[config.mk]
export PLATFORM = sky130hd
export DESIGN_NAME = hdp_port
export DESIGN_NICKNAME = d
export VERILOG_FILES = /design/src/rtl/hdp_pkg.sv /design/src/rtl/hdp_sync.sv /design/src/rtl/hdp_cmd_decode.sv /design/src/rtl/hdp_port.sv
export SDC_FILE = /design/constraint.sdc
export NUM_CORES = 1
export LEC_CHECK = 0
export ABC_CLOCK_PERIOD_IN_PS = 3300
export BUFFER_PORTS_ARGS = -buffer_cell sky130_fd_sc_hd__clkbuf_2
export CAP_MARGIN = 20
export CORE_MARGIN = 2
export CORE_UTILIZATION = 50
export CTS_CLUSTER_DIAMETER = 200
export DETAILED_ROUTE_END_ITERATION = 10
export PLACE_DENSITY = 0.77
export REMOVE_ABC_BUFFERS = 1
export SLEW_MARGIN = 25
export SYNTH_ARGS = -nofsm -noshare
export SYNTH_HDL_FRONTEND = slang
export SYNTH_SLANG_ARGS = --single-unit
[constraint.sdc]
create_clock -name clk -period 3.3 [get_ports clk]
set_input_delay 0.165 -clock clk [delete_from_list [all_inputs] [get_ports clk]]
set_output_delay 0.165 -clock clk [all_outputs]
set_load 0.01 [all_outputs]
[src/rtl/hdp_pkg.sv]
package hdp_pkg;

    typedef enum logic [1:0] {
        ST_IDLE = 2'd0,
        ST_WAIT = 2'd1,
        ST_CAPT = 2'd2,
        ST_HOLD = 2'd3
    } hdp_state_e;

    typedef enum logic {
        OP_RD = 1'b0,
        OP_WR = 1'b1
    } hdp_op_e;

endpackage

[src/rtl/hdp_sync.sv]
module hdp_sync #(
    parameter int          W       = 4,
    parameter int          STAGES  = 2,
    parameter logic [W-1:0] RST_VAL = '0
) (
    input  logic         clk,
    input  logic         rst_n,
    input  logic [W-1:0] din,
    output logic [W-1:0] dout
);

    logic [W-1:0] stg_q [STAGES];
    logic [W-1:0] stg_d [STAGES];

    always_comb begin
        stg_d[0] = din;
        for (int i = 1; i < STAGES; i++) begin
            stg_d[i] = stg_q[i-1];
        end
    end

    generate
        for (genvar g = 0; g < STAGES; g++) begin : g_stage
            always_ff @(posedge clk or negedge rst_n) begin
                if (!rst_n) stg_q[g] <= RST_VAL;
                else        stg_q[g] <= stg_d[g];
            end
        end
    endgenerate

    assign dout = stg_q[STAGES-1];

endmodule

[src/rtl/hdp_cmd_decode.sv]
module hdp_cmd_decode (
    input  logic sel_n,
    input  logic rd_n,
    input  logic wr_n,
    input  logic ale,
    output logic rd_act,
    output logic wr_act,
    output logic al_act,
    output logic any_act
);

    always_comb begin
        al_act  = ale && !sel_n && rd_n && wr_n;
        rd_act  = !ale && !sel_n && !rd_n;
        wr_act  = !ale && !sel_n && !wr_n && rd_n;
        any_act = al_act || rd_act || wr_act;
    end

endmodule

[src/rtl/hdp_port.sv]
module hdp_port #(
    parameter int ADDR_W      = 14,
    parameter int DATA_W      = 16,
    parameter int SYNC_STAGES = 2
) (
    input  logic                clk,
    input  logic                rst_n,
    input  logic                hsel_n,
    input  logic                hrd_n,
    input  logic                hwr_n,
    input  logic                hale,
    input  logic [DATA_W-1:0]   hbus_in,
    output logic [DATA_W-1:0]   hbus_out,
    output logic                hbus_oe,
    output logic                hack_n,
    input  logic                cyc_bnd,
    input  logic                core_ctl_we,
    input  logic [ADDR_W:0]     core_ctl_wdata,
    output logic [ADDR_W-1:0]   ctl_addr_o,
    output logic                ctl_pm_o,
    output logic                mem_req,
    output logic                mem_we,
    output logic                mem_pm,
    output logic [ADDR_W-1:0]   mem_addr,
    output logic [DATA_W+7:0]   mem_wdata,
    input  logic [DATA_W+7:0]   mem_rdata
);
    import hdp_pkg::*;

    localparam int LO_W  = 8;
    localparam int PM_W  = DATA_W + LO_W;
    localparam int PAD_W = DATA_W - LO_W;

    typedef struct packed {
        hdp_state_e          state;
        hdp_op_e             op;
        logic [ADDR_W-1:0]   addr;
        logic                pm;
        logic                half;
        logic                taken;
        logic [DATA_W-1:0]   outw;
        logic [LO_W-1:0]     lo;
        logic [DATA_W-1:0]   hi;
        logic [PM_W-1:0]     wdata;
    } regs_t;

    regs_t q, n;

    // synchronized host strobes: {sel_n, rd_n, wr_n, ale}
    logic [3:0] pins_s;
    logic       rd_act, wr_act, al_act, any_act;
    logic       accept;
    logic       latch_acc;

    hdp_sync #(
        .W       (4),
        .STAGES  (SYNC_STAGES),
        .RST_VAL (4'b1110)
    ) u_sync (
        .clk   (clk),
        .rst_n (rst_n),
        .din   ({hsel_n, hrd_n, hwr_n, hale}),
        .dout  (pins_s)
    );

    hdp_cmd_decode u_dec (
        .sel_n   (pins_s[3]),
        .rd_n    (pins_s[2]),
        .wr_n    (pins_s[1]),
        .ale     (pins_s[0]),
        .rd_act  (rd_act),
        .wr_act  (wr_act),
        .al_act  (al_act),
        .any_act (any_act)
    );

    always_comb begin
        n         = q;
        latch_acc = 1'b0;
        accept    = (q.state == ST_IDLE) && !q.taken && any_act;

        if (!any_act) n.taken = 1'b0;

        unique case (q.state)
            ST_IDLE: begin
                if (accept) begin
                    n.taken = 1'b1;
                    if (al_act) begin
                        latch_acc = 1'b1;
                        n.addr    = hbus_in[ADDR_W-1:0];
                        n.pm      = hbus_in[ADDR_W];
                        n.half    = 1'b0;
                    end else if (rd_act) begin
                        n.op    = OP_RD;
                        n.state = (q.pm && q.half) ? ST_HOLD : ST_WAIT;
                    end else begin
                        n.op = OP_WR;
                        if (q.pm && !q.half) begin
                            n.hi    = hbus_in;
                            n.half  = 1'b1;
                            n.state = ST_HOLD;
                        end else begin
                            n.wdata = q.pm ? {q.hi, hbus_in[LO_W-1:0]}
                                           : {{LO_W{1'b0}}, hbus_in};
                            n.state = ST_WAIT;
                        end
                    end
                end
            end
            ST_WAIT: begin
                if (cyc_bnd) begin
                    if (q.op == OP_WR) begin
                        n.addr  = q.addr + 1'b1;
                        n.half  = 1'b0;
                        n.state = ST_IDLE;
                    end else begin
                        n.state = ST_CAPT;
                    end
                end
            end
            ST_CAPT: begin
                if (q.pm) begin
                    n.outw = mem_rdata[PM_W-1:LO_W];
                    n.lo   = mem_rdata[LO_W-1:0];
                    n.half = 1'b1;
                end else begin
                    n.outw = mem_rdata[DATA_W-1:0];
                    n.addr = q.addr + 1'b1;
                end
                n.state = ST_IDLE;
            end
            ST_HOLD: begin
                if (q.op == OP_RD) begin
                    n.outw = {{PAD_W{1'b0}}, q.lo};
                    n.half = 1'b0;
                    n.addr = q.addr + 1'b1;
                end
                n.state = ST_IDLE;
            end
            default: n.state = ST_IDLE;
        endcase

        if (core_ctl_we) begin
            n.addr = core_ctl_wdata[ADDR_W-1:0];
            n.pm   = core_ctl_wdata[ADDR_W];
            n.half = 1'b0;
        end
    end

    always_ff @(posedge clk or negedge rst_n) begin
        if (!rst_n) begin
            q <= '{state: ST_IDLE, op: OP_RD, default: '0};
        end else begin
            q <= n;
        end
    end

    assign hbus_out   = q.outw;
    assign hbus_oe    = !hsel_n && !hrd_n;
    assign hack_n     = (q.state != ST_IDLE);
    assign ctl_addr_o = q.addr;
    assign ctl_pm_o   = q.pm;
    assign mem_req    = (q.state == ST_WAIT) && cyc_bnd;
    assign mem_we     = (q.op == OP_WR);
    assign mem_pm     = q.pm;
    assign mem_addr   = q.addr;
    assign mem_wdata  = q.wdata;


    req_on_boundary_chk: assert property (@(posedge clk) disable iff (!rst_n)
        mem_req |-> cyc_bnd);


    single_steal_chk: assert property (@(posedge clk) disable iff (!rst_n)
        mem_req |=> !mem_req);


    ack_busy_chk: assert property (@(posedge clk) disable iff (!rst_n)
        mem_req |-> hack_n);


    no_second_half_fetch_chk: assert property (@(posedge clk) disable iff (!rst_n)
        (mem_req && !mem_we && mem_pm) |-> !q.half);


    addr_step_chk: assert property (@(posedge clk) disable iff (!rst_n)
        ((q.addr != $past(q.addr)) && !$past(latch_acc) && !$past(core_ctl_we))
        |-> (q.addr == ADDR_W'($past(q.addr) + 1'b1)));

endmodule

== After elaboration in Yosys (flattened, before gate mapping) ==
Cells that the tools add are included.
Operators by class
  bitwise logic cells: 3
  shifts and indexed selects: 0
  equal/unequal tests: 16
  multiplexer cells: 30
  multiply operators: 0
  add/subtract/negate cells: 1
  order comparisons: 0
  reduce and logical (&&, ||, !) cells: 39
  div/mod/pow operators: 0
Operators by type and width (count)
  $mux 14: 4
  $pmux 14 s4: 1
  $mux 16: 3
  $pmux 16 s2: 1
  $mux 24: 1
  $ne 3x3->1 const B: 7
  $mux 20: 1
  $mux 15: 1
  $add 14x1->14 const B: 1
  $logic_and 1x1->1: 13
  $mux 1: 10
  $reduce_and 5->1: 2
  $reduce_bool 2->1: 5
  $reduce_and 3->1: 3
  $logic_not 1->1: 8
  $mux 2: 4
  $ne 2x2->1 const B: 4
  $reduce_and 7->1: 1
  $mux 3: 2
  $pmux 2 s3: 1
  $reduce_and 6->1: 1
  $eq 2x2->1 const B: 2
  $ne 4x3->1 const B: 1
  $ne 4x4->1 const B: 1
  7 further kinds: 11
Word-level totals
  bits in writable memories: 0
  register bits: 92
  latch bits: 0
  memories: 0
  word-level logic and storage cells: 101
  ROM bits: 0

== Logic depth before layout (Yosys ltp) ==
  depth in word-level cells: 10
  gate-level depth with buffers: 8
  mapped depth without buffers: 6

== Hierarchy ==
From an unflattened synthesis, not the netlist that was laid out.
Second synthesis, totals
  cell total of the unflattened synthesis: 476
  area total of the unflattened synthesis: 4931.0 um^2
Modules (own cells, without submodules)
  hdp_port: times used 1, area each 4685.7 um^2, sequential area each 2102.0 um^2, cells each 463
  hdp_sync: times used 1, area each 207.7 um^2, sequential area each 207.7 um^2, cells each 8
  hdp_cmd_decode: times used 1, area each 37.5 um^2, sequential area each 0.0 um^2, cells each 5

== Least setup slack after synthesis ==
No wires, ideal clock.
  path kind: reg2reg
  start: reg u_sync.stg_q, in the netlist u_sync.dout[2]
  end: reg q[30] in the netlist's numbering
  buffers on the path: 1
  stages on the path, launching flop included: 6
  arrival time: 1.731 ns
  path slack: 1.444 ns
  setup time: 0.125 ns
  clock period less this slack: 1.856 ns
  cell sequence: dfstp_2 -> or4b_4 -> nor2_4 -> nand3_4 -> buf_6 -> mux2_4
On the way
  longest elaborated chain between the ends: 6
RTL lines
  start, declared: RTL line hdp_sync.sv:12  | logic [W-1:0] stg_q [STAGES];
  start signal, assigned by index: RTL line hdp_sync.sv:26  | else stg_q[g] <= stg_d[g];
  $logic_and 1x1->1 / $logic_not 1->1 (equally long branches): RTL line hdp_cmd_decode.sv:13, hdp_cmd_decode.sv:14
  $logic_and 1x1->1, on equally long branches: RTL line hdp_cmd_decode.sv:13, hdp_cmd_decode.sv:14
  $logic_or 1x1->1 (2 in series): RTL line hdp_cmd_decode.sv:16  | any_act = al_act || rd_act || wr_act;
  $logic_and 1x1->1: RTL line hdp_port.sv:80  | accept = (q.state == ST_IDLE) && !q.taken && any_act;
  $reduce_and 5->1 (no source line) (*)
  end signal, assigned: RTL line hdp_port.sv:154  | q <= n;
  end, declared: RTL line hdp_port.sv:47  | regs_t q, n;
Every way passes the cells marked *; elsewhere a longest branch is shown, timed or not.
A chain may end at the register's enable or synchronous reset.

== Final worst setup path ==
  start: reg q[83] in the netlist's numbering
  end: reg q, in the netlist mem_wdata[3]
On the way
  longest elaborated chain between the ends: 4
RTL lines (RTL line)
  $logic_not 2->1 (*)
  $logic_and 1x1->1 (2 in series): hdp_port.sv:80
  $reduce_and 5->1 (no source line) (*)
Marked as above.

==> results.md <==
* Die ar. at 0.0105 mm2
* CP required at approximately 3.6 ns
* PostCTS Resize Cnt at 0
* Die X at 102 um
* Power Density at 678 mW/mm2
* Critical-path cell list: or3_1, nor2_4, nand2_2, mux2_1
* # setup viols final at 0
* Startpoint types: flop
* CP endpoint kind: flop
* Clock Latency Late Sink at 0.37 ns
* Cell row count at 35
* # DRC at 0
* Outcome: finished clean
* Largest net degree at the start of global routing at 82
* Bufs on Longest Clock Path at 2
* Clock root buffer: clkbuf_8
* Rel. slew slack at 50.9%
* Pre-CTS setup slack at between 0.9 and 1 ns
* Mapped Cells at 454
* IO Count at 137
* Post-synth ARST share at 100%
* Data arrival time of the critical path at 2.59 ns
* Syn_area_per_cell at 10.6 um2
* Layout cells sized above 1 at 38.2%
* TritonRoute pass-1 iters at 5
* DIE HEIGHT at between 100 and 150 um
* Vias at 3,552
* IO buf count at about 140
* List of most frequent post-synthesis cells: dfrtp_1 (86), buf_4 (69), nand2_1 (38)
* Final worst path period share at 71.0%
* Clock Skew at 0.0135 ns
* Largest cells by area after synthesis: dfrtp_1 (45%), buf_4 (11%), mux2i_1 (5.2%)
* Sum Neg Setup Slack at 0 ns
* Num CTS Buffers at 9
* Worst setup margin at 0.957 ns
* Tot Pwr at 3610 uW
* Unrepaired setup endpoints after global routing: no
* Final hold vios at 0
* Core area at 0.00933 mm2
* Clock-pin transition on the worst setup and hold timing paths at roughly 0.10 ns
* Peak supply drop at 0.000286 V
* Post-synth top area share at around 45%
* Routability cong. at 0.853
* Initial DRC count at 183
* Dpl hpwl at roughly 8000 um
* First-pass GRT wire length at 17,000 um
* Per-cell routed wire length at about 17 um
* Slew Viols, Final at 0
* Ys Warns at 0
* Initial antenna violation count at 0
* GRT Util Overall at 21.2%
* Top-count cell post-synth: dfrtp_1
* Max Fanout on Critical Path at 32
* Via-per-instance ratio at 5.45
* Actual slew at the worst max-slew pin at between 0.7 and 0.8 ns
* Synth Register Bits at 92
* CP Class: flop to flop
* Leakage at between 0.002 and 0.003 uW
* Worst hold path type: primary input to flop
* Sequential area share after synthesis at a little under half
* Hold_ws at 0.0270 ns
* Slowest stage cell on the critical path: dfrtp_1
* Max Fclk at around 430 MHz
* # diodes at 0
* Area leader, netlist: dfrtp_1
* EDFF count, synth at 0
* Area Growth Syn to Fin at 10.1%
* CP peak stage delay at 0.62 ns
* Final WL at 10,800 um
* Nets@finish at just under 600
* DRT antenna net count at 0
* Max Cap Viol at 0
* Postcts setup bufs at 0
* H-tree level count at 3
* Clock Sinks at 92
* CTS tree: built
* Synthesized cell area at 0.00483 mm2
* Grt ovf at 0
* Initial Utilization at 51.8%
* Ys flop type: dfrtp_1
* Yosys cell types at 57
* Number of global-route vias before repair at 3,356
* Final min period at approximately 2.3 ns
-- cells in the final DEF, fill, tap and decap left out, types with 2 or more instances in the layout --
cell type | netlist | layout
clkbuf_2 | 0 | 135
and3_1 | 4 | 4
nand2_1 | 38 | 38
nor4_1 | 2 | 2
nand3_1 | 10 | 10
dfstp_2 | 6 | 6
mux2_1 | 6 | 6
clkbuf_8 | 0 | 9
a22o_1 | 17 | 17
or3_1 | 2 | 2
xnor2_1 | 4 | 4
o21ai_0 | 28 | 28
clkinvlp_4 | 0 | 4
o21ai_1 | 19 | 19
a222oi_1 | 3 | 3
a31o_2 | 2 | 2
inv_1 | 4 | 4
dlygate4sd3_1 | 0 | 5
nand4b_1 | 2 | 2
o31a_1 | 3 | 3
mux2i_1 | 25 | 25
nand2b_1 | 2 | 2
buf_4 | 69 | 3
o22ai_1 | 3 | 3
a22oi_1 | 5 | 5
o211ai_1 | 3 | 3
a211o_1 | 3 | 3
mux2_4 | 10 | 10
inv_8 | 0 | 2
mux2_2 | 16 | 16
nor3_1 | 6 | 6
a21oi_1 | 7 | 7
nor2_1 | 20 | 20
a31oi_1 | 4 | 4
dfrtp_1 | 86 | 85
-- cells by family after synthesis --
| family | count (synthesis) | synth area share, % |
|---|---|---|
| buf+inv | 96 | 13.2 |
| simple gates | 98 | 10.0 |
| xor+xnor | 4 | 0.725 |
| flops | 92 | 47.8 |
| compound gates | 106 | 14.6 |
| fa+ha+maj | 1 | 0.259 |
| mux | 57 | 13.4 |
-- through the flow --
stage          std cells  util [%]  instance area, um2
2_1_floorplan        363         -                4210
3_3_place_gp         631      54.5                5080
3_5_place_dp         631      54.5                5080
4_1_cts              651      56.9                5310
5_1_grt              652      57.0                5320
6_report             652      57.0                5320
-- state kept, by name, indices dropped and copies added (netlist names) --
signal        flops
q                28
mem_wdata        24
hbus_out         16
ctl_addr_o       14
u_sync.dout       4
u_sync.stg_d      4
ctl_pm_o          1
mem_we            1
-- worst max-delay path: cells and delay by family (launching register included) --
kind,cells,cell delay (ns)
flip-flops,1,0.62
multiplexers,1,0.45
AND/OR/NAND/NOR,3,1.14
-- where the power goes --
| part | switching (uW) | internal (uW) | total [uW] |
|---|---|---|---|
| Clock | 432 | 285 | 717 |
| Sequential | 286 | 1490 | 1780 |
| Combinational | 568 | 545 | 1110 |
| Total | 1290 | 2320 | 3610 |
-- worst paths after layout --
check	depth (start not counted)	end	startpoint	slack (ns)
worst max-delay path	4	mem_wdata[3]$_DFFE_PN0P_	q[83]$_DFFE_PN0P_	0.96
worst min-delay path	3	ctl_pm_o$_DFFE_PN0P_	core_ctl_wdata[14]	0.03
worst max register to register	4	mem_wdata[3]$_DFFE_PN0P_	q[83]$_DFFE_PN0P_	0.96
worst min register to register	0	u_sync.dout[0]$_DFF_PN0_	u_sync.stg_d[0]$_DFF_PN0_	0.35
max in group asynchronous	3	mem_wdata[4]$_DFFE_PN0P_	rst_n	2.23
min in group asynchronous	2	hbus_out[3]$_DFFE_PN0P_	rst_n	0.42
-- timing repair --
action                                 CTS  global route
endpoints found under the hold margin    4            74
hold buffers                             4             1
setup endpoints to repair                0             0
-- routing by layer --
| layer | global-route usage (%) | share of wire, % | vias up |
|---|---|---|---|
| met2 | 33.7 | 50 | 106 |
| met1 | 29.4 | 44 | 1756 |
| met5 | 0 | 0 | - |
| li1 | - | - | 1678 |
| met4 | 7.38 | 1.2 | 0 |
| met3 | 3.97 | 5.0 | 12 |
-- cell type report --
type | count | area, um2
well taps | 129 | 161
clock buffers | 9 | 124
multi-input cells | 266 | 1890
fillers | 809 | 4010
clock inverters | 7 | 61.3
repair buffers | 144 | 759
flip-flops and latches | 92 | 2310
inverters | 5 | 18.8
(Power assumes the default switching activity.)
